==> config.mk <==
export PLATFORM = sky130hd
export DESIGN_NAME = ask_book_top
export DESIGN_NICKNAME = d
export VERILOG_FILES = /design/src/rtl/ask_book_pkg.sv /design/src/rtl/ask_book_table.sv /design/src/rtl/ask_book_min.sv /design/src/rtl/ask_book_top.sv
export SDC_FILE = /design/constraint.sdc
export NUM_CORES = 2
export LEC_CHECK = 0
export ABC_AREA = 1
export BUFFER_PORTS_ARGS = -buffer_cell sky130_fd_sc_hd__buf_2
export CORE_MARGIN = 4
export CORE_UTILIZATION = 55
export CTS_BUF_LIST = sky130_fd_sc_hd__clkbuf_8
export CTS_CLUSTER_DIAMETER = 60
export DETAILED_ROUTE_END_ITERATION = 7
export PLACE_DENSITY = 0.74
export SYNTH_ARGS = -nofsm -noshare
export SYNTH_HDL_FRONTEND = slang
export SYNTH_SLANG_ARGS = --single-unit
==> constraint.sdc <==
create_clock -name clk_i -period 4.3 [get_ports clk_i]
set_input_delay 0.86 -clock clk_i [delete_from_list [all_inputs] [get_ports clk_i]]
set_output_delay 0.86 -clock clk_i [all_outputs]
set_load 0.005 [all_outputs]
==> src/rtl/ask_book_pkg.sv <==
package ask_book_pkg;
  typedef enum logic [1:0] {
    ACT_ADD = 2'd0,
    ACT_MOD = 2'd1,
    ACT_DEL = 2'd2,
    ACT_NOP = 2'd3
  } act_e;

  typedef enum logic [1:0] {
    ST_RX     = 2'd0,
    ST_SCAN   = 2'd1,
    ST_DECIDE = 2'd2
  } fsm_e;
endpackage

==> src/rtl/ask_book_table.sv <==
module ask_book_table
  import ask_book_pkg::*;
#(
  parameter int ID_W    = 6,
  parameter int PRICE_W = 16
) (
  input  logic               clk_i,
  input  logic               rst_ni,
  input  logic               wr_en_i,
  input  act_e               wr_act_i,
  input  logic [ID_W-1:0]    wr_id_i,
  input  logic [PRICE_W-1:0] wr_price_i,
  input  logic               wr_live_i,
  input  logic [ID_W-1:0]    rd_id_i,
  output logic               rd_live_o,
  output logic [PRICE_W-1:0] rd_price_o,
  output logic               ovf_set_o,
  output logic               err_set_o
);
  localparam int DEPTH = 1 << ID_W;

  logic               vld_q  [DEPTH];
  logic               live_q [DEPTH];
  logic [PRICE_W-1:0] price_q[DEPTH];
  logic               hit;

  assign hit        = vld_q[wr_id_i];
  assign ovf_set_o  = wr_en_i && (wr_act_i == ACT_ADD) && hit;
  assign err_set_o  = wr_en_i && (wr_act_i == ACT_MOD || wr_act_i == ACT_DEL) && !hit;
  assign rd_live_o  = vld_q[rd_id_i] && live_q[rd_id_i];
  assign rd_price_o = price_q[rd_id_i];

  always_ff @(posedge clk_i or negedge rst_ni) begin
    if (!rst_ni) begin
      for (int i = 0; i < DEPTH; i++) begin
        vld_q[i]   <= 1'b0;
        live_q[i]  <= 1'b0;
        price_q[i] <= '0;
      end
    end else if (wr_en_i) begin
      unique case (wr_act_i)
        ACT_ADD: if (!hit) begin
          vld_q[wr_id_i]   <= 1'b1;
          live_q[wr_id_i]  <= wr_live_i;
          price_q[wr_id_i] <= wr_price_i;
        end
        ACT_MOD: if (hit) begin
          live_q[wr_id_i]  <= wr_live_i;
          price_q[wr_id_i] <= wr_price_i;
        end
        ACT_DEL: if (hit) begin
          vld_q[wr_id_i]  <= 1'b0;
          live_q[wr_id_i] <= 1'b0;
        end
        default: ;
      endcase
    end
  end
endmodule

==> src/rtl/ask_book_min.sv <==
module ask_book_min #(
  parameter int PRICE_W = 16
) (
  input  logic               clk_i,
  input  logic               rst_ni,
  input  logic               clr_i,
  input  logic               en_i,
  input  logic               live_i,
  input  logic [PRICE_W-1:0] price_i,
  output logic [PRICE_W-1:0] min_o
);
  always_ff @(posedge clk_i or negedge rst_ni) begin
    if (!rst_ni)                                 min_o <= '1;
    else if (clr_i)                              min_o <= '1;
    else if (en_i && live_i && price_i < min_o)  min_o <= price_i;
  end
endmodule

==> src/rtl/ask_book_top.sv <==
module ask_book_top
  import ask_book_pkg::*;
#(
  parameter int ID_W    = 6,
  parameter int INST_W  = 8,
  parameter int PRICE_W = 16,
  parameter int QTY_W   = 16,
  parameter logic [INST_W-1:0] INST_ID = 8'd5
) (
  input  logic               clk_i,
  input  logic               rst_ni,
  input  logic               rec_valid_i,
  output logic               rec_ready_o,
  input  logic               rec_last_i,
  input  logic [1:0]         rec_act_i,
  input  logic [ID_W-1:0]    rec_oid_i,
  input  logic [INST_W-1:0]  rec_inst_i,
  input  logic               rec_side_i,
  input  logic [PRICE_W-1:0] rec_price_i,
  input  logic [QTY_W-1:0]   rec_qty_i,
  output logic               trig_valid_o,
  output logic [PRICE_W-1:0] trig_price_o,
  output logic [PRICE_W-1:0] best_price_o,
  output logic               overflow_o,
  output logic               error_o
);
  localparam int DEPTH = 1 << ID_W;
  localparam logic [ID_W-1:0] LAST_IDX = ID_W'(DEPTH - 1);

  fsm_e               state_q;
  logic [ID_W-1:0]    idx_q;
  logic               accept, wr_en, start;
  logic               rd_live, ovf_set, err_set;
  logic [PRICE_W-1:0] rd_price, min_price;

  assign rec_ready_o = (state_q == ST_RX);
  assign accept      = rec_valid_i && rec_ready_o;
  assign wr_en       = accept && (rec_inst_i == INST_ID) && rec_side_i;
  assign start       = accept && rec_last_i;

  ask_book_table #(.ID_W(ID_W), .PRICE_W(PRICE_W)) u_table (
    .clk_i      (clk_i),
    .rst_ni     (rst_ni),
    .wr_en_i    (wr_en),
    .wr_act_i   (act_e'(rec_act_i)),
    .wr_id_i    (rec_oid_i),
    .wr_price_i (rec_price_i),
    .wr_live_i  (rec_qty_i != '0),
    .rd_id_i    (idx_q),
    .rd_live_o  (rd_live),
    .rd_price_o (rd_price),
    .ovf_set_o  (ovf_set),
    .err_set_o  (err_set)
  );

  ask_book_min #(.PRICE_W(PRICE_W)) u_min (
    .clk_i   (clk_i),
    .rst_ni  (rst_ni),
    .clr_i   (start),
    .en_i    (state_q == ST_SCAN),
    .live_i  (rd_live),
    .price_i (rd_price),
    .min_o   (min_price)
  );

  always_ff @(posedge clk_i or negedge rst_ni) begin
    if (!rst_ni) begin
      state_q      <= ST_RX;
      idx_q        <= '0;
      trig_valid_o <= 1'b0;
      trig_price_o <= '0;
      best_price_o <= '1;
      overflow_o   <= 1'b0;
      error_o      <= 1'b0;
    end else begin
      trig_valid_o <= 1'b0;
      if (ovf_set) overflow_o <= 1'b1;
      if (err_set) error_o    <= 1'b1;
      unique case (state_q)
        ST_RX: if (start) begin
          state_q <= ST_SCAN;
          idx_q   <= '0;
        end
        ST_SCAN: begin
          idx_q <= idx_q + 1'b1;
          if (idx_q == LAST_IDX) state_q <= ST_DECIDE;
        end
        ST_DECIDE: begin
          state_q <= ST_RX;
          if (min_price != best_price_o) begin
            trig_valid_o <= 1'b1;
            trig_price_o <= min_price;
            best_price_o <= min_price;
          end
        end
        default: state_q <= ST_RX;
      endcase
    end
  end
endmodule

Word-level counts from Yosys, hierarchy flattened --
Cells that the tools add are included.
Storage, ports and cells: register bits after elaboration 1211, bits in latches 0, memory bits (writable) 0, memory bits (read-only) 0, output and inout bits 36, word-level logic and storage cells 288, memories 0
Cells by class: add/sub/neg operators 1, $mul 0, div/mod/pow operators 0, $lt $le $gt $ge 4, equality and inequality tests 12, shift operators 0, muxes and demuxes 37, bitwise operators 6, reductions and logical operators 28
Operator list (number):
- two-way mux 1024 bit | 2
- one-hot mux 1024 bit (2 select lines) | 1
- bitwise mux 1024 bit | 1
- two-way mux 64 bit | 5
- one-hot mux 64 bit (3 select lines) | 1
- bitwise AND 64 bit | 2
- one-hot mux 64 bit (2 select lines) | 1
- binary-select mux 16 bit (select 6 bit) | 1
- demux 16 bit (select 6 bit) | 1
- two-way mux 16 bit | 5
- bitwise mux 64 bit | 1
- inverter 64 bit | 1
- OR 64 bit | 1
- binary-select mux 1 bit (select 6 bit) | 3
- less-than comparator 16 bit | 1
- inequality test 16 bit | 1
- nonzero test 16 bit | 1
- >= comparator 7 bit (second input constant) | 2
- inverter 6 -> 7 bit | 2
- logical AND 1 bit | 12
- one-hot mux 6 bit (2 select lines) | 1
- two-way mux 1 bit | 9
- == test 8 x 3 -> 1 bit (second input constant) | 1
- AND reduction 4 bit | 2
- 18 further kinds | 30

Longest topological paths before layout --
depth after elaboration 9, gate-level depth with buffers 27

Cells and area by module --
From an unflattened synthesis, not the netlist that was laid out.
Unflattened totals: cells, all modules 8245, area, all modules 61896.9 um2
By module, submodules not included:
- ask_book_table | instances 1, cells each 7834, area each 58636.2 um2, sequential area each 28827.6 um2
- ask_book_top | instances 1, cells each 267, area each 2105.8 um2, sequential area each 1096.1 um2
- ask_book_min | instances 1, cells each 144, area each 1154.9 um2, sequential area each 420.4 um2

Worst setup path before layout --
OpenSTA, ideal clock, no wires.
kind register to register, from register idx_q[0], to register u_min.min_o[12], data arrival time 3.985 ns, slack 0.221 ns, cell stages (with the launch flop) 24, path buffers 7, clock period less this slack 4.079 ns, path through dfrtp_1 buf_2 inv_1 buf_2 buf_2 buf_2 clkbuf_1 clkbuf_1 nor2_1 o22ai_1 nor2_1 o32ai_1 nor2_1 o22ai_1 ha_1 a21oi_1 nor2_1 a2111oi_0 nand3_1 nor2_1 nand2_1 buf_2 nand2_1 nand3_1
Between the ends: word-level cells in the longest chain between the ends 8, elaborated cells on any way between the ends 17, those cells by class order compare (1); mux (11); bitwise (1); reduce/logical (4)
RTL lines:
- start, declared | line ask_book_top.sv:31 | logic [ID_W-1:0] idx_q;
- start signal, assigned | line ask_book_top.sv:85 | idx_q <= idx_q + 1'b1;
- inverter 6 -> 7 bit (implied by the code) (*) | line ask_book_table.sv:30, ask_book_table.sv:31
- branches (longest 7 deep; another with less-than comparator 16 bit)
- end signal, assigned | line ask_book_min.sv:15 | else if (en_i && live_i && price_i < min_o) min_o <= price_i;
- end, declared | line ask_book_min.sv:10 | output logic [PRICE_W-1:0] min_o
Mark *: on every way between the ends. The select of a mux whose other input is x is not followed. A chain may end at the register's enable or synchronous reset.

Worst setup path in the final report --
from register idx_q[0], to register u_min.min_o[14]
The elaborated chain is that of the path after synthesis.

==> reports/metrics.csv <==
stage;metric;value;unit
status;status;completed;
drt;drt total wl;176000;um
floorplanning;I/O pin total;89;
sta;Setup Skew;61.3;ps
floorplanning;Initial Util;0.554;
critical_path;Worst path max stage delay;570;ps
logic_synthesis;asr flop ratio synth;1.00;
logic_synthesis;Synth top area share;0.522;
placement;Placer Congestion;0.919;
critical_path;Startpoint Class;flip-flop;
floorplanning;die height;328;um
sta;RSZ-0062 raised after global routing;no;
drt;Routed Antenna Nets;0;
logic_synthesis;Synthesis Warnings;0;
sta;min Tclk post-route;4060;ps
logic_synthesis;Synth area leaders;dfrtp_1 52%, o21ai_0 15%, nand2_1 11%;
global_route;first-pass GRT wire length;276000;um
pwr;leakage;28.3;nW
cells_and_area;nets;6852;
logic_synthesis;Post-synth EDFFs;0;
global_route;global routing's busiest layer;met2;
cts;clock slew at reported path FFs;60;ps
sta;Hold WS;272;ps
global_route;initial antenna violation count;6;
global_route;vias in the first global route;47100;
sta;endpoints failing setup;0;
logic_synthesis;top_reg_cell synth;dfrtp_1;
drt;DR iter-0 viols;6838;
critical_path;Worst Reg2Reg Path Length in Cells;19;
critical_path;worst reg-to-reg setup slack;240;ps
critical_path;Most Frequent Cell on Critical Path;nand2_1;
critical_path;critical path cell sequence;clkinv_16, o21ai_0, o22ai_1, o21ai_0, o22ai_1, nand2_1, nand2_1, a21oi_1, a31oi_1, ha_1, a21oi_1, o21ai_0, nand2_1, nand3_1, nor2_1, nand2_1, buf_4, nand2_1, nand3_1;
global_route;largest net degree at the start of global routing;132;
logic_synthesis;Seq cells post-synth;1211;
critical_path;crit path max-delay cell type;dfrtp_4;
cts;H-tree Lvls;4;
job;Max Cap Viol;0;
sta;Rel. slew slack;0.217;
drt;drt drc;0;
logic_synthesis;Synth cell types;46;
floorplanning;Horiz. Die Dim;328;um
cts;Root Buffer;clkbuf_8;
logic_synthesis;net count after synthesis;6926;
cts;# clock sinks;1211;
cts;TritonCTS clock tree;yes;
placement;I/O Buffers;88;
critical_path;Reg-to-Reg Start;idx_q[0];
logic_synthesis;register area share after synthesis;0.537;
critical_path;worst flop-to-flop path endpoint;u_min.min_o[14];
sta;highest clock rate;0.247;GHz
critical_path;Crit path arrival time;4860;ps
sta;Tcrit/Tclk final;0.943;
sta;actual slew at the worst max-slew pin;1170;ps
global_route;met2 GRT Util;0.492;
global_route;met1 Use GR;0.453;
critical_path;crit path from;idx_q[0];
cells_and_area;layout cells sized above 1;0.104;
logic_synthesis;post-synthesis cell area;56500;sq um
cts;clk_lat worst skew;900;ps
worst_hold_path;hold path cells;3;
global_route;GRT overflow;0;
floorplanning;core box area;102000;sq um
cells_and_area;Area Overhead vs Synth;11.6;%
worst_hold_path;Hold Crit Start;rec_side_i;
sta;Slew Limit Fails;0;
global_route;GRT Total Usage;0.326;
pwr;Total Power;36.2;mW
placement;hpwl dp;110000;um
worst_hold_path;Hold Path Class;in2reg;
drt;total number of vias;50000;
cts;clk buf depth;3;
critical_path;CP Max Fanout;54;
global_route;GR Util met3;0.0673;
critical_path;critical path class;reg2reg;
cells_and_area;Util after Layout;0.618;
critical_path;worst path required time;5100;ps
logic_synthesis;Mapped Cells;6853;
drt;Avg WL per Cell;21.2;um
drt;vias per inst;6.02;
pwr;PwrDens;575;nW/um^2
sta;count of final hold-check violations;0;
critical_path;Critical Path End Type;flip-flop;
logic_synthesis;Yosys top cell by area;dfrtp_1;
worst_hold_path;WHS Endpoint;error_o;
logic_synthesis;Avg Cell Area, Syn;8.24;sq um
floorplanning;Rows;117;
floorplanning;die area;108000;sq um
drt;First-pass DRT Iterations;6;
cts;number of CTS-inserted buffers;195;
pwr;IR drop worst, VDD;0.498;mV
==> per-layer routing <==
layer	routed length (um)	part of all wire
met1	71100	0.40
met2	78300	0.44
met3	18000	0.10
met4	8860	0.050
met5	13	0.000074
==> report_power, final <==
| part | internal [mW] | switching [mW] | leakage (nW) |
|---|---|---|---|
| Clock | 5.32 | 4.74 | 2.32 |
| Combinational | 4.43 | 9.70 | 9.59 |
| Sequential | 11.7 | 0.319 | 16.4 |
==> Yosys cell counts, types with 4 or more instances <==
cell	count
dfstp_2	32
o32ai_1	16
o221ai_1	4
o21ai_1	55
nor3_1	16
nand4_1	7
clkbuf_1	416
ha_1	20
nand3_4	60
o21a_1	5
nand2_1	1593
inv_1	254
buf_4	6
dfrtp_1	1179
xnor2_1	5
nand3_1	169
nor2_1	712
nor4_1	10
o21ai_0	1707
o311ai_0	12
o21bai_1	5
buf_1	8
o2111ai_1	8
a21oi_1	57
buf_2	142
o22ai_1	298
clkinv_1	19
==> placed cells by master (no fill, tap or decap), types with 59 or more instances in the layout <==
cell type  netlist  final
o21ai_0       1707   1702
nand2_1       1593   1590
dfrtp_1       1179   1175
nor2_1         712    712
inv_1          254    325
o22ai_1        298    294
clkbuf_8         3    245
nand3_1        169    169
buf_4            6    135
buf_2          142     88
buf_12           0     77
nand3_4         60     60
o21ai_1         55     59
==> flip-flops by register name (all words and copies together), names as in the netlist, named ones only <==
register / count
idx_q: 6
u_table.price_q: 1024
state_q: 2
best_price_o: 16
trig_price_o: 16
trig_valid_o: 1
u_table.live_q: 64
u_min.min_o: 16
overflow_o: 1
error_o: 1
==> cells by family after synthesis <==
kind of cell | synth area share
flip-flops | 0.537
buffers and inverters | 0.0612
XOR/XNOR | 0.00109
adder cells (fa/ha/maj) | 0.00443
AND/OR/NAND/NOR | 0.191
AO/OA/AOI/OAI | 0.205
==> how the worst max path moves through the flow <==
stage	end	slack, ps
after floorplan	u_min.min_o[12]	220
after global placement	u_min.min_o[10]	-220
after detailed placement	u_min.min_o[14]	-180
after CTS	u_min.min_o[14]	140
after global routing	u_min.min_o[13]	5
final	u_min.min_o[14]	240
==> layout make-up <==
cell class	count	area, sq um
Sequential cell	1211	30400
Clock inverter	109	613
Multi-Input combinational cell	4789	22700
Tap cell	1368	1710
Timing Repair Buffer	307	3100
Fill cell	8725	38900
Inverter	275	1080
Clock buffer	245	3370
Antenna cell	3	7.51
==> stage by stage <==
stage	area (sq um)	setup WS, ps	std cells	setup TNS, ps
6_report	63000	245	8307	0
5_1_grt	63000	5.33	8305	0
4_1_cts	62900	140	8300	0
3_5_place_dp	58900	-178	7945	-2400
3_3_place_gp	58900	-219	7945	-3340
2_1_floorplan	56500	221	6853	0
==> worst max-delay path, delay by kind of cell, from the launching register on <==
family / cells / cell delay (ps)
buffers and inverters: 2 / 410
flip-flops: 1 / 570
adder cells (fa/ha/maj): 1 / 330
AO/OA/AOI/OAI: 8 / 1860
AND/OR/NAND/NOR: 8 / 790
==> timing repair <==
action / CTS / global route
resized for setup: 2 / 26
hold buffers: 1 / 0
setup endpoints to repair: 16 / 16
hold endpoints to repair: 2 / 0
pin swaps: 0 / 2
buffers inserted: 0 / 4
(Power assumes the default switching activity.)
